[config.mk]
export PLATFORM = sky130hd
export DESIGN_NAME = mdio_mgmt_master
export DESIGN_NICKNAME = d
export VERILOG_FILES = /design/src/rtl/mdio_pkg.sv /design/src/rtl/mdio_clk_div.sv /design/src/rtl/mdio_frame_shifter.sv /design/src/rtl/mdio_mgmt_master.sv
export SDC_FILE = /design/constraint.sdc
export NUM_CORES = 1
export LEC_CHECK = 0
export ABC_AREA = 1
export BUFFER_PORTS_ARGS = -buffer_cell sky130_fd_sc_hd__clkbuf_2
export CORE_ASPECT_RATIO = 0.8
export CORE_MARGIN = 2
export CORE_UTILIZATION = 47
export CTS_CLUSTER_DIAMETER = 80
export DETAILED_ROUTE_END_ITERATION = 8
export PLACE_DENSITY = 0.77
export SETUP_SLACK_MARGIN = 0.4
export SKIP_LAST_GASP = 1
export SLEW_MARGIN = 20
export SYNTH_ARGS = -nofsm -noshare
export SYNTH_HDL_FRONTEND = slang
export SYNTH_SLANG_ARGS = --single-unit
[constraint.sdc]
create_clock -name clk -period 2.15 [get_ports clk]
set_input_delay 0.1075 -clock clk [delete_from_list [all_inputs] [get_ports clk]]
set_output_delay 0.1075 -clock clk [all_outputs]
set_load 0.01 [all_outputs]
[src/rtl/mdio_pkg.sv]
package mdio_pkg;

   localparam int HALF_W = 7;
   localparam int REG_W  = 16;

   // half period for the frequency-band codes (bit 3 clear)
   function automatic logic [HALF_W-1:0] band_half(input logic [3:0] code);
      logic [HALF_W-1:0] h;
      case (code)
         4'd2:    h = 7'd8;
         4'd3:    h = 7'd13;
         4'd0:    h = 7'd21;
         4'd1:    h = 7'd31;
         4'd4:    h = 7'd51;
         4'd5:    h = 7'd62;
         default: h = 7'd21;
      endcase
      return h;
   endfunction

   // half period for the linear codes (bit 3 set): (4 + 2k) / 2
   function automatic logic [HALF_W-1:0] linear_half(input logic [3:0] code);
      return HALF_W'(2) + HALF_W'(code[2:0]);
   endfunction

endpackage

[src/rtl/mdio_clk_div.sv]
module mdio_clk_div #(
   parameter int HALF_W = mdio_pkg::HALF_W
) (
   input  logic              clk,
   input  logic              rst_n,
   input  logic              run,
   input  logic [HALF_W-1:0] half,
   output logic              mdc,
   output logic              rise_tk,
   output logic              fall_tk
);

   logic [HALF_W-1:0] cnt_q;
   logic              mdc_q;
   logic              tick;

   assign tick    = run && (cnt_q == half - HALF_W'(1));
   assign rise_tk = tick && !mdc_q;
   assign fall_tk = tick && mdc_q;
   assign mdc     = mdc_q;

   always_ff @(posedge clk or negedge rst_n) begin
      if (!rst_n) begin
         cnt_q <= '0;
         mdc_q <= 1'b0;
      end else if (!run) begin
         cnt_q <= '0;
         mdc_q <= 1'b0;
      end else if (tick) begin
         cnt_q <= '0;
         mdc_q <= ~mdc_q;
      end else begin
         cnt_q <= cnt_q + HALF_W'(1);
      end
   end

endmodule

[src/rtl/mdio_frame_shifter.sv]
module mdio_frame_shifter #(
   parameter int PRE_LEN = 32,
   localparam int FL     = PRE_LEN + 32,
   localparam int CW     = $clog2(FL + 1),
   localparam int TA_IDX = PRE_LEN + 14
) (
   input  logic          clk,
   input  logic          rst_n,
   input  logic          start,
   input  logic          is_read,
   input  logic [FL-1:0] frame_i,
   input  logic          rise_tk,
   input  logic          fall_tk,
   input  logic          mdio_i,
   output logic          mdio_o,
   output logic          mdio_oe,
   output logic          done,
   output logic [15:0]   rd_data
);

   logic          active_q;
   logic          rd_q;
   logic [CW-1:0] bit_q;
   logic [FL-1:0] sh_q;
   logic [15:0]   rx_q;
   logic          last_bit;

   assign last_bit = (bit_q == CW'(FL - 1));
   assign done     = active_q && fall_tk && last_bit;
   assign mdio_o   = active_q && sh_q[FL-1];
   assign mdio_oe  = active_q && !(rd_q && (bit_q >= CW'(TA_IDX)));
   assign rd_data  = rx_q;

   always_ff @(posedge clk or negedge rst_n) begin
      if (!rst_n) begin
         active_q <= 1'b0;
         rd_q     <= 1'b0;
         bit_q    <= '0;
         sh_q     <= '0;
      end else if (start) begin
         active_q <= 1'b1;
         rd_q     <= is_read;
         bit_q    <= '0;
         sh_q     <= frame_i;
      end else if (active_q && fall_tk) begin
         sh_q <= sh_q << 1;
         if (last_bit) active_q <= 1'b0;
         else          bit_q    <= bit_q + CW'(1);
      end
   end

   always_ff @(posedge clk or negedge rst_n) begin
      if (!rst_n)                          rx_q <= '0;
      else if (active_q && rd_q && rise_tk) rx_q <= {rx_q[14:0], mdio_i};
   end

endmodule

[src/rtl/mdio_mgmt_master.sv]
module mdio_mgmt_master #(
   parameter int PRE_LEN   = 32,
   parameter bit CUSTOM_EN = 1'b1
) (
   input  logic        clk,
   input  logic        rst_n,
   input  logic        cmd_we,
   input  logic [15:0] cmd_wdata,
   output logic [15:0] cmd_rdata,
   input  logic        data_we,
   input  logic [15:0] data_wdata,
   output logic [15:0] data_rdata,
   output logic        mdc,
   output logic        mdio_o,
   output logic        mdio_oe,
   input  logic        mdio_i
);
   import mdio_pkg::*;

   localparam int FL = PRE_LEN + 32;

   if (PRE_LEN < 1 || PRE_LEN > 64) begin : g_bad_pre
      $error("PRE_LEN out of range");
   end

   logic [15:0]       cmd_q, data_q, rd_data;
   logic [HALF_W-1:0] half;
   logic              accept, start, done, rise_tk, fall_tk;
   logic [FL-1:0]     frame;

   assign accept = cmd_we && !cmd_q[0];
   assign start  = accept && cmd_wdata[0];

   if (CUSTOM_EN) begin : g_linear
      assign half = cmd_q[5] ? linear_half(cmd_q[5:2]) : band_half(cmd_q[5:2]);
   end else begin : g_band_only
      assign half = band_half(cmd_q[5:2]);
   end

   assign frame = {{PRE_LEN{1'b1}}, 2'b01,
                   (cmd_wdata[1] ? 2'b01 : 2'b10),
                   cmd_wdata[15:11], cmd_wdata[10:6], 2'b10, data_q};

   always_ff @(posedge clk or negedge rst_n) begin
      if (!rst_n)      cmd_q <= '0;
      else if (accept) cmd_q <= cmd_wdata;
      else if (done)   cmd_q[0] <= 1'b0;
   end

   always_ff @(posedge clk or negedge rst_n) begin
      if (!rst_n)                     data_q <= '0;
      else if (done && !cmd_q[1])     data_q <= rd_data;
      else if (data_we && !cmd_q[0])  data_q <= data_wdata;
   end

   mdio_clk_div #(.HALF_W(HALF_W)) u_div (
      .clk     (clk),
      .rst_n   (rst_n),
      .run     (cmd_q[0]),
      .half    (half),
      .mdc     (mdc),
      .rise_tk (rise_tk),
      .fall_tk (fall_tk)
   );

   mdio_frame_shifter #(.PRE_LEN(PRE_LEN)) u_shift (
      .clk     (clk),
      .rst_n   (rst_n),
      .start   (start),
      .is_read (!cmd_wdata[1]),
      .frame_i (frame),
      .rise_tk (rise_tk),
      .fall_tk (fall_tk),
      .mdio_i  (mdio_i),
      .mdio_o  (mdio_o),
      .mdio_oe (mdio_oe),
      .done    (done),
      .rd_data (rd_data)
   );

   assign cmd_rdata  = cmd_q;
   assign data_rdata = data_q;

endmodule

* Word-level counts from Yosys, hierarchy flattened
Cells that the tools add are included.
Word-level totals: input port bits 37, memory bits (writable) 0, memories 0, word-level logic and storage cells 69, output and inout bits 35, latch bits 0, bits in registers 129, bits in read-only memories 0
Operators by class: multiply operators 0, mux-type cells 19, shifts and indexed selects 0, reductions and logical operators 25, bitwise logic cells 1, $lt $le $gt $ge 1, div/mod/pow operators 0, add/subtract/negate cells 4, eq/ne operators 9
Operators with widths (count):
- $mux W64 | 2
- $mux W7 | 6
- $mux W16 | 2
- $pmux W6 S5 | 1
- $add A7 B1 Y7 const B | 2
- $logic_and A1 B1 Y1 | 14
- $eq A4 B2 Y1 const B | 2
- $eq A4 B3 Y1 const B | 2
- $reduce_bool A2 Y1 | 4
- $eq A7 B6 Y1 const B | 1
- $eq A7 B7 Y1 | 1
- $ge A7 B6 Y1 const B | 1
- $mux W1 | 7
- $sub A7 B1 Y7 const B | 1
- $logic_not A1 Y1 | 5
- $add A2 B3 Y4 const A | 1
- $eq A4 B1 Y1 const B | 1
- $reduce_and A2 Y1 | 2
- $mux W2 | 1
- $ne A2 B1 Y1 const B | 1
- $ne A2 B2 Y1 const B | 1
- $not A1 Y1 | 1

* Depth between registers and ports, before layout
depth after elaboration 11, mapped depth 19, gate-level depth less buffers 19

* Hierarchy
A second synthesis with hierarchy kept.
Second synthesis, totals: cells, all modules 759, area, all modules 6458.7 um^2
Modules (own cells, without submodules):
- mdio_frame_shifter | cells each 414, area each 3973.8 um^2, times used 1, seq. area each 2227.1 um^2
- mdio_mgmt_master | cells each 244, area each 1843.0 um^2, times used 1, seq. area each 800.8 um^2
- mdio_clk_div | cells each 101, area each 641.9 um^2, times used 1, seq. area each 200.2 um^2

* Worst setup path before layout
No wires, ideal clock.
path type reg-to-reg, start point register cmd_q[4] (netlist: cmd_rdata[4]), end point register data_q[10] (netlist: data_rdata[10]), buffers on the path 1, slack -0.186 ns, cell stages (with the launch flop) 18, library setup time 0.125 ns, data arrival time 2.211 ns, clock period less this slack 2.336 ns, path through dfrtp_1 inv_2 nand2_2 nand2_1 nand2_1 nand2_2 ha_1 inv_1 nand3_1 nand3_1 nand3_1 nor2_4 nand3_4 nor2_8 nand4_4 buf_2 nand3_1 nand3_1
Between the ends: cells in the longest elaborated chain, start to end 11, elaborated cells on any way between the ends 17, classes of those cells 2 x add/sub; 6 x eq/ne; 3 x mux; 6 x reduce/logical
Ends and longest elaborated chain:
- from (decl) | line mdio_mgmt_master.sv:26 | logic [15:0] cmd_q, data_q, rd_data;
- from (signal assigned) | line mdio_mgmt_master.sv:46 | else if (accept) cmd_q <= cmd_wdata;
- $eq A4 B3 Y1 (tied with other cells) | line mdio_pkg.sv:9 | case (code)
- $pmux W6 S5 | line mdio_pkg.sv:9
- $mux W7 * | line mdio_mgmt_master.sv:35 | assign half = cmd_q[5] ? linear_half(cmd_q[5:2]) : band_half(cmd_q[5:2]);
- $sub A7 B1 Y7 * | line mdio_clk_div.sv:17 | assign tick = run && (cnt_q == half - HALF_W'(1));
- $eq A7 B7 Y1 * | line mdio_clk_div.sv:17
- $logic_and A1 B1 Y1 * | line mdio_clk_div.sv:17
- $logic_and A1 B1 Y1 * | line mdio_clk_div.sv:19 | assign fall_tk = tick && mdc_q;
- $logic_and A1 B1 Y1 * (2 in a row) | line mdio_frame_shifter.sv:29 | assign done = active_q && fall_tk && last_bit;
- $logic_and A1 B1 Y1 * | line mdio_mgmt_master.sv:52 | else if (done && !cmd_q[1]) data_q <= rd_data;
- $mux W16 or $reduce_bool A2 Y1 (tied branches)
- to (signal assigned) | line mdio_mgmt_master.sv:52
- to (signal assigned) | line mdio_mgmt_master.sv:53 | else if (data_we && !cmd_q[0]) data_q <= data_wdata;
- to (decl) | line mdio_mgmt_master.sv:26
Every way passes the cells marked *; elsewhere a longest branch is shown, timed or not. A chain may end at the register's enable or synchronous reset.

* Worst setup path after layout
start point register cmd_q[3] (netlist: cmd_rdata[3]), end point register u_shift.sh_q[28]
Between the ends: cells in the longest elaborated chain, start to end 9, elaborated cells on any way between the ends 14, classes of those cells 2 x add/sub; 6 x eq/ne; 2 x mux; 4 x reduce/logical
Ends and longest elaborated chain:
- $eq A4 B3 Y1 (tied with other cells) | line mdio_pkg.sv:9
- $pmux W6 S5 | line mdio_pkg.sv:9
- $mux W7 * | line mdio_mgmt_master.sv:35
- $sub A7 B1 Y7 * | line mdio_clk_div.sv:17
- $eq A7 B7 Y1 * | line mdio_clk_div.sv:17
- $logic_and A1 B1 Y1 * | line mdio_clk_div.sv:17
- $logic_and A1 B1 Y1 * | line mdio_clk_div.sv:19
- $logic_and A1 B1 Y1 * | line mdio_frame_shifter.sv:45 | end else if (active_q && fall_tk) begin
- $reduce_bool A2 Y1 (no line) *
- to (signal assigned) | line mdio_frame_shifter.sv:44 | sh_q <= frame_i;
- to (signal assigned) | line mdio_frame_shifter.sv:46 | sh_q <= sh_q << 1;
- to (decl) | line mdio_frame_shifter.sv:24 | logic [FL-1:0] sh_q;
Marked as above.

==> results.txt <==
----------------------------------------------------
[Outcome]
  Outcome ... finished with violations
  Violations in the final reports ... negative setup slack

[Floorplanning]
  Area of the core region ... about 0.012 mm²
  Initial core utilization ... between 40% and 50%
  Total number of placement rows ... 36
  Area enclosed by the die boundary ... 0.0134 mm²
  Count of pins on the block boundary ... 72
  Die extent in x ... around 130 µm
  Die span in y ... between 100 and 150 µm

[Worst setup path]
  Crit-path most repeated cell ... sky130_fd_sc_hd__nand2_1
  Critical Path Max Stage Delay ... 470 ps
  Max stage delay cell, worst path ... sky130_fd_sc_hd__dfrtp_2
  Startpoint class of the critical path ... flip-flop
  Max Fanout on Critical Path ... 7
  Cells along the critical path ... ha_4 -> or2_4 -> nand2_4 -> nand2_1 -> nand2_2 -> inv_1 -> nand2_1 -> nand2_2 -> nor2_4 -> buf_6 -> nand3_4 -> nor2_8 -> buf_12 -> nand2_8 -> nand2_8 -> buf_12 -> o211ai_1 -> nand2_1
  Reg2Reg Setup Slack ... -550 ps
  Endpoint kind of the worst setup timing path ... flip-flop
  Kind of critical path ... reg -> reg
  CP Data Required Time ... around 2500 ps
  Data arrival time of the critical path ... roughly 3100 ps

[Routing]
  Number of optimization iterations in the first detailed-route pass ... 6
  Initial detailed-routing violation count ... slightly below 600
  Drc violations ... 0
  Routed via count divided by cell count ... roughly 5.7
  Avg WL per Cell ... between 20 and 25 µm
  Count of nets left with antenna violations after detail routing ... 0
  Detailed-route via count ... just under 6000
  Detailed-route wire length ... about 21000 µm

[Clock network]
  CTS Root Buffer Type ... sky130_fd_sc_hd__clkbuf_16
  CTS tree ... built
  Total number of clock tree sinks ... 129
  Clock-pin slew on the worst setup and hold paths ... roughly 60 ps
  CTS Buffer Depth ... 2
  Inserted Clock Buffers ... 17
  H-Tree Depth ... 4
  Later-pin clock latency in the skew report ... 420 ps

[Synth]
  Syn. warnings ... 0
  Mapped Cells ... roughly 660
  Sequential share of the synthesized area ... a little over half
  Ys flop type ... sky130_fd_sc_hd__dfrtp_1
  Number of library cell types mapped by synthesis ... 35
  Count of flip-flops with a built-in enable after synthesis ... 0
  #FFs+latches synth ... 129
  Mean instance size in the synthesized netlist ... just under 9 µm²
  Post-synthesis instance area ... a little under 0.006 mm²
  Net Count, Synth ... 700
  Fraction of synthesis flops using an asynchronous set or reset pin ... 100%

[Final layout]
  Share of final-layout standard cells stronger than drive strength 1 ... between 40% and 50%
  Commonest non-fill, non-tap cell in the layout ... sky130_fd_sc_hd__nand2_1
  Synth-to-layout area growth ... 58.1%
  Final std cell area, no fill ... between 0.009 and 0.01 mm²
  Nets@finish ... slightly below 900
  Total inserted antenna cells ... 0
  Commonest non-fill, non-tap cells in the layout ... 157 x sky130_fd_sc_hd__nand2_1, 126 x sky130_fd_sc_hd__dfrtp_1, 70 x sky130_fd_sc_hd__clkbuf_2

[STA]
  Post-route clock period utilization ... 126%
  Relative slew margins ... between 10% and 20%
  Unrepaired setup endpoints after global routing ... yes
  Least-Margin Pin Slew ... around 1200 ps
  Worst clock skew on the final layout ... 14.9 ps
  Minimum clock period after layout ... about 2700 ps
  FMAX ... ~0.37 GHz
  Number of endpoints with negative hold slack in the final report ... 0
  Number of pins exceeding their max-slew limit in the final report ... 0
  Sum Neg Setup Slack ... -43830 ps
  Final-report setup violation count ... 113
  Final setup slack of the worst path ... -549 ps

[Worst hold path]
  Class of the tightest hold or removal check ... in -> reg

[GRT]
  Antenna violations before repair ... 0
  GRT Overall Usage ... between 20% and 30%
  Vias in the first global route ... 5715
  Grt ovf ... 0
  Maximum number of pins on one net before global-route repair ... 48
  First-pass GRT wire length ... 29200 µm

[Job]
  Max Cap Viol ... 0

[Power and ir drop]
  Pwr dens ... approximately 630 mW/mm²
  Peak VDD IR ... 0.648 mV
  Leakage power figure ... about 4.4 nW

[Placement]
  Area after detailed placement ... between 0.006 and 0.007 mm²
  Detail Placement HPWL ... 9450 µm
  RePlAce Congestion ... between 0.8 and 0.9
  Number of buffer cells added on primary ports ... 71

----------------------------------------------------
critical path: cells and delay by family (launching register included):
kind / cells / cell delay (ps)
DFF: 1 / 470
and+or+nand+nor: 12 / 1410
buffers and inverters: 4 / 460
AOI/OAI and AO/OA: 1 / 120
adders and majority gates: 1 / 180
per-layer routing:
layer | global-route usage [%] | up-vias | share of wire (%)
li1 | - | 2550 | -
met1 | 35.7 | 2878 | 38
met2 | 48.0 | 337 | 51
met3 | 7.05 | 73 | 7.4
met4 | 8.31 | 0 | 3.8
met5 | 0 | - | 0
what timing repair did:
| action | in CTS | in global routing |
|---|---|---|
| gates cloned | 12 | 4 |
| pin swaps | 36 | 48 |
| hold buffers | 33 | 0 |
| gates resized for setup | 112 | 120 |
| buffers inserted | 26 | 9 |
| hold endpoints to repair | 81 | 0 |
| endpoints found under the setup margin | 114 | 115 |
final timing paths:
| check | from | to | cells after the start |
|---|---|---|---|
| worst max register to register | cmd_rdata[3] | u_shift.sh_q[28] | 18 |
| worst min register to register | cmd_rdata[6] | cmd_rdata[6] | 2 |
| min in group asynchronous | rst_n | cmd_rdata[5] | 2 |
| worst max-delay path | cmd_rdata[3] | u_shift.sh_q[28] | 18 |
| max in group asynchronous | rst_n | u_shift.sh_q[59] | 3 |
| worst min-delay path | cmd_we | cmd_rdata[1] | 4 |
cells in the mapped netlist, types with 2 or more instances:
library cell / count / area, µm²
sky130_fd_sc_hd__nand3_1: 66 / 330
sky130_fd_sc_hd__o22ai_1: 4 / 25.0
sky130_fd_sc_hd__ha_1: 5 / 62.6
sky130_fd_sc_hd__nor3_1: 2 / 10.0
sky130_fd_sc_hd__buf_2: 12 / 60.1
sky130_fd_sc_hd__buf_4: 4 / 30.0
sky130_fd_sc_hd__clkinv_1: 2 / 7.51
sky130_fd_sc_hd__or2_2: 3 / 18.8
sky130_fd_sc_hd__xor2_1: 5 / 43.8
sky130_fd_sc_hd__nor3b_1: 2 / 15.0
sky130_fd_sc_hd__dfrtp_1: 129 / 3230
sky130_fd_sc_hd__inv_1: 63 / 236
sky130_fd_sc_hd__clkbuf_1: 10 / 37.5
sky130_fd_sc_hd__o21ai_0: 23 / 115
sky130_fd_sc_hd__o21ai_1: 16 / 80.1
sky130_fd_sc_hd__a22oi_1: 31 / 233
sky130_fd_sc_hd__xnor2_1: 3 / 26.3
sky130_fd_sc_hd__o211ai_1: 6 / 45.0
sky130_fd_sc_hd__nor2_8: 2 / 40.0
sky130_fd_sc_hd__a21oi_1: 6 / 30.0
sky130_fd_sc_hd__nand2_1: 195 / 732
sky130_fd_sc_hd__or2_4: 2 / 17.5
sky130_fd_sc_hd__nand2_4: 5 / 56.3
sky130_fd_sc_hd__nand4_1: 19 / 119
sky130_fd_sc_hd__nor2_4: 4 / 45.0
sky130_fd_sc_hd__inv_2: 4 / 15.0
sky130_fd_sc_hd__nor2_1: 23 / 86.3
sky130_fd_sc_hd__a22oi_2: 2 / 25.0
sky130_fd_sc_hd__nand2_2: 4 / 25.0
final cells by class:
cell class                 instances  area (µm²)
multi-input combinational        439        3190
fill                             719        2920
timing repair buffer             184        1720
inverter                          69         262
sequential                       129        3230
clock inverter                    12         204
tap                              171         214
clock buffer                      20         457
state kept, by name (all words and copies together), names as in the netlist:
name	flops
u_shift.sh_q	64
cmd_rdata	16
data_rdata	16
u_shift.rd_data	16
u_div.cnt_q	7
u_shift.bit_q	7
u_div.mdc	1
u_shift.active_q	1
u_shift.rd_q	1
per-stage QoR:
stage	instances	hold WS [ps]	util (%)	power (W)	setup slack [ps]
global route	1024	209	76.1	0.00597	-616
detailed placement	908	166	54.4	0.00257	-699
finish	1024	211	76.1	0.00583	-549
floorplan	658	-188	-	0.00247	-65.1
global placement	908	149	54.4	0.00257	-545
CTS	1011	205	70.7	0.00580	-291
kinds of logic after synthesis:
logic type               synth area share [%]
XOR/XNOR                                 1.19
AO/OA/AOI/OAI                            9.57
AND/OR/NAND/NOR                          26.4
adder cells (fa/ha/maj)                  1.07
buffers and inverters                    6.78
flip-flops                               55.0
report_power, final:
| part | internal [W] | switching (W) |
|---|---|---|
| sequential | 0.00243 | 0 |
| clock | 0.00213 | 0.00113 |
| combinational | 0.0000702 | 0.0000739 |
| total | 0.00463 | 0.00121 |
Power figures use the tool's default switching activity.
